### config.mk
export PLATFORM = sky130hd
export DESIGN_NAME = map_record_cache
export DESIGN_NICKNAME = d
export VERILOG_FILES = /design/src/rtl/mrc_pkg.sv /design/src/rtl/mrc_decay_timer.sv /design/src/rtl/mrc_tag_store.sv /design/src/rtl/mrc_fetch_ctrl.sv /design/src/rtl/map_record_cache.sv
export SDC_FILE = /design/constraint.sdc
export NUM_CORES = 1
export LEC_CHECK = 0
export BUFFER_PORTS_ARGS = -buffer_cell sky130_fd_sc_hd__buf_4
export CORE_MARGIN = 2
export CORE_UTILIZATION = 50
export DETAILED_ROUTE_END_ITERATION = 10
export PLACE_DENSITY = 0.8
export SYNTH_ARGS = -nofsm -noshare
export SYNTH_HDL_FRONTEND = slang
export SYNTH_HIERARCHICAL = 1
export SYNTH_SLANG_ARGS = --single-unit
### constraint.sdc
create_clock -name clk_i -period 4.3 [get_ports clk_i]
set_clock_uncertainty 0.05 [all_clocks]
set_input_delay 1.075 -clock clk_i [delete_from_list [all_inputs] [get_ports clk_i]]
set_output_delay 1.075 -clock clk_i [all_outputs]
set_load 0.02 [all_outputs]
### src/rtl/mrc_pkg.sv
package mrc_pkg;
  typedef enum logic [1:0] {
    FILL_NONE  = 2'd0,
    FILL_MAP   = 2'd1,
    FILL_PLAIN = 2'd2
  } fill_kind_e;
endpackage

### src/rtl/mrc_decay_timer.sv
module mrc_decay_timer #(
  parameter int CNT_W = 8
) (
  input  logic             clk_i,
  input  logic             rst_ni,
  input  logic             load_i,
  input  logic [CNT_W-1:0] load_val_i,
  output logic             live_o,
  output logic             expiring_o
);
  logic             valid_q;
  logic [CNT_W-1:0] cnt_q;

  always_ff @(posedge clk_i or negedge rst_ni) begin
    if (!rst_ni) begin
      valid_q <= 1'b0;
      cnt_q   <= '0;
    end else if (load_i) begin
      valid_q <= 1'b1;
      cnt_q   <= load_val_i;
    end else if (valid_q) begin
      if (cnt_q == '0) valid_q <= 1'b0;
      else             cnt_q   <= cnt_q - 1'b1;
    end
  end

  // expiry cycle: still flagged valid but counter spent
  assign expiring_o = valid_q && (cnt_q == '0);
  assign live_o     = valid_q && (cnt_q != '0);
endmodule

### src/rtl/mrc_tag_store.sv
module mrc_tag_store #(
  parameter int ADDR_W = 16
) (
  input  logic              clk_i,
  input  logic              rst_ni,
  input  logic              capture_i,
  input  logic [ADDR_W-1:0] capture_addr_i,
  input  logic [ADDR_W-1:0] probe_addr_i,
  output logic              match_o
);
  logic [ADDR_W-1:0] tag_q;

  always_ff @(posedge clk_i or negedge rst_ni) begin
    if (!rst_ni)        tag_q <= '0;
    else if (capture_i) tag_q <= capture_addr_i;
  end

  assign match_o = (tag_q == probe_addr_i);
endmodule

### src/rtl/mrc_fetch_ctrl.sv
module mrc_fetch_ctrl
  import mrc_pkg::*;
#(
  parameter int ADDR_W = 16,
  parameter int DATA_W = 16
) (
  input  logic              clk_i,
  input  logic              rst_ni,
  input  logic              launch_i,
  input  logic              launch_map_i,
  input  logic [ADDR_W-1:0] launch_addr_i,
  input  logic [DATA_W-1:0] launch_param_i,
  input  logic              done_i,
  output logic              busy_o,
  output logic              fill_map_o,
  output logic              fill_any_o,
  output logic [ADDR_W-1:0] fill_addr_o,
  output logic [DATA_W-1:0] fill_param_o
);
  fill_kind_e        kind_q;
  logic [ADDR_W-1:0] addr_q;
  logic [DATA_W-1:0] param_q;

  always_ff @(posedge clk_i or negedge rst_ni) begin
    if (!rst_ni) begin
      kind_q  <= FILL_NONE;
      addr_q  <= '0;
      param_q <= '0;
    end else if (launch_i) begin
      kind_q  <= launch_map_i ? FILL_MAP : FILL_PLAIN;
      addr_q  <= launch_addr_i;
      param_q <= launch_param_i;
    end else if (done_i && kind_q != FILL_NONE) begin
      kind_q  <= FILL_NONE;
    end
  end

  assign busy_o       = (kind_q != FILL_NONE);
  assign fill_any_o   = busy_o && done_i;
  assign fill_map_o   = fill_any_o && (kind_q == FILL_MAP);
  assign fill_addr_o  = addr_q;
  assign fill_param_o = param_q;
endmodule

### src/rtl/map_record_cache.sv
module map_record_cache #(
  parameter int ADDR_W = 16,
  parameter int DATA_W = 16,
  parameter int CNT_W  = 8
) (
  input  logic              clk_i,
  input  logic              rst_ni,
  input  logic [CNT_W-1:0]  decay_cfg_i,
  input  logic              disp_valid_i,
  input  logic              disp_is_map_i,
  input  logic [ADDR_W-1:0] disp_cr_addr_i,
  input  logic [DATA_W-1:0] disp_map_param_i,
  input  logic              fetch_done_i,
  output logic              hit_o,
  output logic              fetch_req_o,
  output logic [ADDR_W-1:0] fetch_addr_o,
  output logic              busy_o,
  output logic              start_o,
  output logic              start_arg_sub_o,
  output logic [DATA_W-1:0] start_arg_o
);
  logic              accept, lookup, tag_match, live, expiring;
  logic              fill_map, fill_any, load;
  logic [ADDR_W-1:0] fill_addr;
  logic [DATA_W-1:0] fill_param;

  assign accept = disp_valid_i && !busy_o;
  assign lookup = accept && disp_is_map_i;
  // expiring entry counts as dead: lookup in that cycle misses
  assign hit_o       = lookup && tag_match && live && !expiring;
  assign fetch_req_o = accept && !hit_o;
  assign fetch_addr_o = disp_cr_addr_i;
  assign load = hit_o || fill_map;

  mrc_decay_timer #(.CNT_W(CNT_W)) u_timer (
    .clk_i      (clk_i),
    .rst_ni     (rst_ni),
    .load_i     (load),
    .load_val_i (decay_cfg_i),
    .live_o     (live),
    .expiring_o (expiring)
  );

  mrc_tag_store #(.ADDR_W(ADDR_W)) u_tag (
    .clk_i          (clk_i),
    .rst_ni         (rst_ni),
    .capture_i      (fill_map),
    .capture_addr_i (fill_addr),
    .probe_addr_i   (disp_cr_addr_i),
    .match_o        (tag_match)
  );

  mrc_fetch_ctrl #(.ADDR_W(ADDR_W), .DATA_W(DATA_W)) u_fetch (
    .clk_i          (clk_i),
    .rst_ni         (rst_ni),
    .launch_i       (fetch_req_o),
    .launch_map_i   (disp_is_map_i),
    .launch_addr_i  (disp_cr_addr_i),
    .launch_param_i (disp_map_param_i),
    .done_i         (fetch_done_i),
    .busy_o         (busy_o),
    .fill_map_o     (fill_map),
    .fill_any_o     (fill_any),
    .fill_addr_o    (fill_addr),
    .fill_param_o   (fill_param)
  );

  assign start_o         = hit_o || fill_any;
  assign start_arg_sub_o = hit_o || fill_map;
  assign start_arg_o     = hit_o ? disp_map_param_i : fill_param;
endmodule

* Word-level counts from Yosys, hierarchy flattened
Index checks and enable logic that the tools add are counted.
** Cells by class
- Add/subtract/negate cells :: 1
- Multipliers :: 0
- Div/mod/pow operators :: 0
- Magnitude comparators :: 0
- Equal/unequal tests :: 3
- Shift-type cells :: 0
- Multiplexer cells :: 10
- Bitwise operators :: 0
- Reduce and logical (&&, ||, !) cells :: 21
** Operators with widths (count)
- two-way mux 8 bit :: 3
- == test 16 bit :: 1
- two-way mux 16 bit :: 1
- logical AND 1 bit :: 10
- zero test 8 bit :: 1
- nonzero test 8 bit :: 1
- subtractor 8 x 1 -> 8 bit, second input constant :: 1
- two-way mux 2 bit :: 3
- nonzero test 2 bit :: 3
- zero test 1 bit :: 3
- two-way mux 1 bit :: 3
- == test 2 x 1 -> 1 bit, second input constant :: 1
- logical OR 1 bit :: 2
- inequality test 2 bit, second input constant :: 1
- AND reduction 2 bit :: 1
** Word-level totals
- Register bits after elaboration :: 59
- Latch bits :: 0
- Bits in writable memories :: 0
- Memory bits (read-only) :: 0
- Input bits :: 45
- Output and inout bits :: 37
- Logic and storage cells :: 41
- Memories :: 0

* Longest topological paths before layout
Gate-level depths: netlist (run 1).
- Depth after elaboration :: 10
- Depth in mapped cells :: 13
- Depth with buffers taken out :: 11

* By module
The synthesis (run 1) kept the hierarchy.
** Modules (own cells, without submodules)
- mrc_fetch_ctrl :: instances 1, cells each 77, area an instance 1432.6 um^2
- mrc_tag_store :: instances 1, cells each 55, area an instance 827.0 um^2
- mrc_decay_timer :: instances 1, cells each 68, area an instance 613.1 um^2
- map_record_cache :: instances 1, cells each 40, area an instance 451.7 um^2

* Worst setup path before layout (run 1)
No wires, ideal clock.
- Path kind :: in2out
- Start point :: input disp_cr_addr_i[10]
- End point :: output start_arg_o[10]
- Arrival :: 2466 ps
- Setup slack :: 709 ps
- Stages on the path :: 7
- Path through :: xnor2_1 nand4_1 nor4_2 nand4b_4 nor2_4 buf_6 mux2_4
** Between the ends
- Word-level cells in the longest chain between the ends :: 5
** RTL lines
- start, declared :: RTL line map_record_cache.sv:11 : input logic [ADDR_W-1:0] disp_cr_addr_i,
- == test 16 bit :: RTL line mrc_tag_store.sv:18 : assign match_o = (tag_q == probe_addr_i);
- named net tag_match :: RTL line map_record_cache.sv:22 : logic accept, lookup, tag_match, live, expiring;
- logical AND 1 bit (3 in a row) :: RTL line map_record_cache.sv:30 : assign hit_o = lookup && tag_match && live && !expiring;
- named net hit_o :: RTL line map_record_cache.sv:14 : output logic hit_o,
- two-way mux 16 bit :: RTL line map_record_cache.sv:70 : assign start_arg_o = hit_o ? disp_map_param_i : fill_param;
- end, declared :: RTL line map_record_cache.sv:20 : output logic [DATA_W-1:0] start_arg_o
The timed path passes the listed nets, and every way through them passes these cells.

* Worst setup path in the final report (run 1)
- Start point :: input disp_cr_addr_i[5]
- End point :: output start_arg_o[9]
** Between the ends
- Word-level cells in the longest chain between the ends :: 5
** RTL lines (RTL line)
- == test 16 bit :: mrc_tag_store.sv:18
- named net tag_match :: map_record_cache.sv:22
- logical AND 1 bit (3 in a row) :: map_record_cache.sv:30
- two-way mux 16 bit :: map_record_cache.sv:70
The timed path passes the listed nets, and every way through them passes these cells.

==> reports/qor.yml, run 1 <==
yosys:
  synth_area_per_cell_um2: 13.9
  synth_flop_cell: "dfrtp_1"
  netlist_area_um2: 3320
  synth_warnings: 6
  yosys.area.top_type: "dfrtp_1"
  syn_nets: 287
  async_flop_share_pct: 100
  synthDominantCellAreaShare_pct: 44.4
  yosysMostFrequentCell: "dfrtp_1"
  yosysUniqueCellTypes: 48
  synth_common_cells: "59 x dfrtp_1, 53 x mux2_4, 16 x buf_4, 16 x xnor2_1, 11 x mux2_2"
  synth_area_leaders: "dfrtp_1 44%, mux2_4 24%, xnor2_1 4.2%"
  ys_ff_latch: 59
  synth_edf_count: 0
  synth_cells: 240
  ys_seq_area_share_pct: 44.4
worst_setup_path:
  cp.arrival_ns: 2.86
  start_kind: "input port"
  ff2ff_path_depth: 13
  crit_path_start: "disp_cr_addr_i[5]"
  reg2reg_slack_ns: 1.15
  required_ns: 3.17
  r2r_start: "u_timer/cnt_q[0]"
  cp-endpoint: "start_arg_o[9]"
  worstSetupEndpointType: "output port"
  crit_fanout: 20
  crit_type: "in2out"
  r2r_end: "u_timer/cnt_q[3]"
cts:
  cts_tree: "yes"
  clkLatencyLatePin_ns: 0.33
  cts_setup_buffers: 0
  cts-root-buf: "clkbuf_8"
  clock_path_buffers: 2
  cts_buffers: 9
  clkTransAtPathRegs_ns: 0.06
  cts_hold_buf: 0
  cts.sinks: 59
  htreeDepth: 3
  cts_resized: 0
timing:
  slew_headroom_pct: 47.7
  finalMaxSlewViolations: 0
  tns_ns: 0
  max_freq_mhz: 251
  setup_ws_ns: 0.318
  fin_crit_sh_pct: 92.6
  hold_viol_final: 0
  worst_pin_slew_ns: 0.778
  rsz0062_at_grt: "no"
  period_needed_ns: 3.98
  setup_violations: 0
finish:
  drive_gt1_share_pct: 55.0
  regArea_um2: 1480
  stdcell_count: 390
  final_area_um2: 3980
  n_fill_cell: 502
  utilization_pct: 62.3
  num_antenna_cells: 0
  nets: 355
  syn2layout_area_growth_pct: 19.6
  multi_input_area_um2: 1550
routing:
  wire_per_inst_um: 16.2
  wl_met1_um: 2680
  firstDrtPassIters: 4
  wirelength_um: 6310
  postRouteAntennaNets: 0
  route.met2.wl_um: 3220
  post-route-drc-count: 0
  top_layer_used: "met4"
  via_per_inst: 5.27
  met3_length_um: 378
  vias: 2057
  drt_iter0_markers: 93
floorplan:
  die_h_um: 85.5
  chipWidth_um: 85.5
  dieArea_um2: 7320
  row_count: 29
  io_pins: 82
  core_um2: 6390
  start_util_pct: 52.1
worst_hold_path:
  hold_path.class: "reg2reg"
power_and_ir_drop:
  pwr-share-clk_pct: 19.8
  seq_power_share_pct: 42.0
  internal_power_mw: 1.50
  p_leak_nw: 1.83
  powerDensity_nw_per_um2: 559
  swShare_pct: 32.4
  switching_power_mw: 0.720
  ir_worst_vdd_uv: 351
  p_comb_share_pct: 38.3
grt:
  grt_max_degree: 60
  antenna_found_initial: 0
  grt_pass1_vias: 2189
  grt_use_total_pct: 18.5
  grt-ovfl-total: 0
  grt_pass1_wl_um: 10500
placed_design:
  dp_slack_ns: 0.317
  portBuffers: 81
  dpl_cell_area_um2: 3800
  place_inst: 374
  hpwl_um: 4370
  globalplace.congestion: 0.838
job:
  maxCapViolCount: 0
status:
  status: "finished, final reports clean"
[area by class of cell]
cell class	instances	area share [%]
Sequential cell	59	37.1
Tap cell	77	2.42
Multi-Input combinational cell	146	39.0
Timing Repair Buffer	86	16.6
Clock buffer	14	4.09
Clock inverter	2	0.252
Inverter	6	0.566
[how the worst min path moves through the flow]
stage	startpoint	end	cells after the start
after global placement	u_fetch/fill_addr_o[1]	u_tag/tag_q[1]	1
after detailed placement	u_fetch/fill_addr_o[0]	u_fetch/fill_addr_o[0]	1
after global routing	u_fetch/fill_param_o[10]	u_fetch/fill_param_o[10]	1
after floorplan	u_fetch/kind_q[0]	u_fetch/kind_q[0]	1
after CTS	u_fetch/fill_addr_o[11]	u_fetch/fill_addr_o[11]	1
final	u_fetch/kind_q[0]	u_fetch/kind_q[0]	1
[logic make-up (layout without fill, tap and decap cells)]
group / Yosys count / after routing / synth area share [%]
xor gates and xnor gates: 16 / 16 / 4.22
muxes: 64 / 64 / 27.7
DFF: 59 / 59 / 44.4
adders and majority gates: 2 / 2 / 0.753
AOI/OAI and AO/OA: 21 / 21 / 4.78
and+or+nand+nor: 43 / 43 / 9.00
buffers and inverters: 35 / 108 / 9.18
[sequential cells by signal (all words and copies together) (netlist names)]
name                  cells
u_fetch/fill_addr_o      16
u_fetch/fill_param_o     16
u_tag/tag_q              16
u_timer/cnt_q             8
u_fetch/kind_q            2
u_timer/valid_q           1
[stage by stage]
| step | total power [mW] | hold slack (ns) |
|---|---|---|
| after floorplan | 1.58 | 0.419 |
| after global placement | 1.75 | 0.433 |
| after detailed placement | 1.79 | 0.444 |
| after CTS | 2.24 | 0.461 |
| after global routing | 2.37 | 0.472 |
| final | 2.22 | 0.455 |
[worst max-delay path, stage by stage]
cell,delay [ns]
buf_4,0.12
xnor2_1,0.19
nand4_1,0.15
nor4_2,0.38
nand4b_4,0.14
nor2_4,0.12
buf_12,0.19
mux2_4,0.32
buf_4,0.16
[layout by cell type (no fill, tap or decap), types with 5 or more instances in the layout]
cell type	instances
buf_4	85
mux2_2	11
dfrtp_1	59
mux2_4	53
clkbuf_8	11
inv_1	6
nand4_1	6
xnor2_1	16
nor2_1	5
[power by group through the flow]
| stage | sequential, mW | clock [mW] | combinational, mW |
|---|---|---|---|
| after floorplan | 0.876 | 0 | 0.704 |
| after global placement | 0.925 | 0 | 0.830 |
| after detailed placement | 0.937 | 0 | 0.851 |
| after CTS | 0.931 | 0.458 | 0.857 |
| after global routing | 0.963 | 0.485 | 0.919 |
| final | 0.933 | 0.439 | 0.851 |
[per-layer routing]
metal  vias to the layer above  global-route usage (%)
met5                         -                       0
met4                         0                    4.62
met3                         5                    6.74
met2                        62                    30.2
met1                      1012                    23.6
li1                        978                       -
Note: power is estimated with default switching activity, not from simulation.
==> inputs of run 2 (changes only) <==
CORE_UTILIZATION = 58   (was 50)
PLACE_DENSITY = 0.9   (was 0.8)
==> run 2 against run 1 <==
Sequential share of layout area shrank 0.24 points; routed wire length grew 0.57%; die area shrank 13%; maximum frequency grew 0.14%; final cell count shrank 1.5%; critical path depth is the same; utilization grew 10 points; combinational power shrank 0.5%; non-clock buffer count shrank 1; global-route usage grew 3.4 points; largest cell class unchanged; via count grew 0.39%; register-to-register slack gained 0.06 ns.
==> reports/qor.yml, run 2 (synthesized netlist as in run 1, its figures left out) <==
worst_setup_path:
  cp.arrival_ns: 2.85  # about the same
  crit_type: "in2out"
  crit_fanout: 20  # unchanged
  start_kind: "input port"
  critPathMaxStageDelay_ns: 0.38  # about the same
  critical_path.cell_chain: "buf_4 > xnor2_1 > nand4_1 > nor4_2 > nand4b_4 > nor2_4 > buf_12 > mux2_4 > buf_4"
  worst-path-buf-inv: 3  # unchanged
  r2r_start: "u_timer/cnt_q[0]"
  r2r_end: "u_timer/cnt_q[3]"
  ff2ff_path_depth: 12  # -1
  cp_top_family: "simple AND/OR/NAND/NOR gates"
  worstSetupEndpointType: "output port"
  cpMostUsedCell: "buf_4"
  required_ns: 3.17  # about the same
  cp_slowest_cell: "nor4_2"
  reg2reg_slack_ns: 1.21  # +0.06 ns
cts:
  cts-root-buf: "clkbuf_8"
  htreeDepth: 3  # unchanged
  cts.sinks: 59  # unchanged
  clkLatencyLatePin_ns: 0.34  # about the same
  cts_hold_buf: 0  # unchanged
  cts_buffers: 9  # unchanged
  cts_setup_buffers: 0  # unchanged
  cts_resized: 0  # unchanged
  clkTransAtPathRegs_ns: 0.06  # about the same
  clock_path_buffers: 2  # unchanged
  cts_tree: "yes"
placed_design:
  hpwl_um: 4480  # +2.4%
  globalplace.congestion: 0.835  # -0.32%
  dpl_cell_area_um2: 3790  # -0.36%
  place_inst: 368  # -1.6%
  portBuffers: 81  # unchanged
  dp_slack_ns: 0.286  # -0.0310 ns
timing:
  worst_hold_slack_ns: 0.457  # +0.00149 ns
  rsz0062_at_grt: "no"
  slew_headroom_pct: 50.7  # +3.0 points
  setup_violations: 0  # unchanged
  finalMaxSlewViolations: 0  # unchanged
  tns_ns: 0  # unchanged
  worst_pin_slew_ns: 0.733  # -0.0445 ns
  setup_ws_ns: 0.324  # +0.00564 ns
  period_needed_ns: 3.98  # -0.00564 ns
  max_freq_mhz: 251  # +0.14%
  hold_viol_final: 0  # unchanged
  fin_crit_sh_pct: 92.5  # -0.13 points
floorplan:
  chipWidth_um: 79.7  # -6.8%
  core_um2: 5510  # -14%
  start_util_pct: 60.4  # +8.3 points
  row_count: 27  # -6.9%
  dieArea_um2: 6350  # -13%
  io_pins: 82  # unchanged
  die_h_um: 79.7  # -6.8%
grt:
  antenna_found_initial: 0  # unchanged
  grt_max_degree: 60  # unchanged
  grt_pass1_wl_um: 10300  # -1.8%
  grt_pass1_vias: 2122  # -3.1%
  grt_use_total_pct: 21.9  # +3.4 points
  grt-ovfl-total: 0  # unchanged
finish:
  num_antenna_cells: 0  # unchanged
  final_area_um2: 4000  # +0.66%
  drive_gt1_share_pct: 55.8  # +0.82 points
  stdcell_count: 384  # -1.5%
  layout_common_cells: "84 x buf_4, 59 x dfrtp_1, 53 x mux2_4, 16 x xnor2_1, 12 x clkbuf_8"
  utilization_pct: 72.7  # +10 points
  syn2layout_area_growth_pct: 20.4
  nets: 354  # -0.28%
  final_common_cell: "buf_4"
  n_fill_cell: 378  # -25%
worst_hold_path:
  hold_path_depth: 1  # unchanged
  hold_path.class: "reg2reg"
  min_to: "u_fetch/fill_addr_o[15]"
  hp-start: "u_fetch/fill_addr_o[15]"
power_and_ir_drop:
  powerDensity_nw_per_um2: 576  # +3.1%
  ir_worst_vdd_uv: 318  # -9.4%
  p_total_mw: 2.31  # +3.8%
  p_leak_nw: 1.84  # +0.69%
routing:
  post-route-drc-count: 0  # unchanged
  postRouteAntennaNets: 0  # unchanged
  drt_iter0_markers: 69  # -26%
  via_per_inst: 5.38  # +2.0%
  wire_per_inst_um: 16.5  # +2.1%
  vias: 2065  # +0.39%
  wirelength_um: 6350  # +0.57%
  firstDrtPassIters: 4  # unchanged
job:
  maxCapViolCount: 0  # unchanged
status:
  status: "finished, final reports clean"
-- run 2: report_power, final --
group / internal, mW / switching [mW]
Clock: 0.313 / 0.213
Sequential: 0.759 / 0.175
Combinational: 0.502 / 0.346
Total: 1.57 / 0.734
-- run 2: final cells by class --
class                           count  area [um^2]  area share, %
Timing Repair Buffer               85          651           16.3
Clock inverter                      4         47.5           1.19
Clock buffer                       12          165           4.13
Sequential cell                    59         1480           36.9
Multi-Input combinational cell    146         1550           38.7
Inverter                            6         22.5          0.563
Tap cell                           72         90.1           2.25
-- run 2: routing by layer --
layer | up-vias | global-route usage, % | wire length (um)
met3 | 12 | 4.52 | 340
met5 | - | 0 | 0
met1 | 1007 | 28.9 | 2770
met4 | 0 | 11.9 | 152
li1 | 984 | - | -
met2 | 62 | 33.8 | 3090
-- run 2: worst max-delay path by stage --
stage / slack (ns) / startpoint / cells after the start / endpoint
2_1_floorplan: 0.71 / disp_cr_addr_i[10] / 7 / start_arg_o[10]
3_3_place_gp: 0.37 / disp_cr_addr_i[11] / 9 / start_arg_o[2]
3_5_place_dp: 0.29 / disp_cr_addr_i[11] / 9 / start_arg_o[13]
4_1_cts: 0.28 / disp_cr_addr_i[11] / 9 / start_arg_o[13]
5_1_grt: 0.17 / disp_cr_addr_i[0] / 9 / start_arg_o[13]
6_report: 0.32 / disp_cr_addr_i[0] / 9 / start_arg_o[7]
-- run 2: worst reg2reg max path, stage by stage, from the launching register on --
cell and delay [ns]:
dfrtp_1 0.42, inv_1 0.12, ha_1 0.17, nor3b_1 0.49
and3_1 0.23, nand4b_4 0.14, nor2_4 0.04, buf_12 0.16
or2_1 0.25, buf_4 0.19, inv_1 0.29, nand3_1 0.18
o41ai_1 0.26
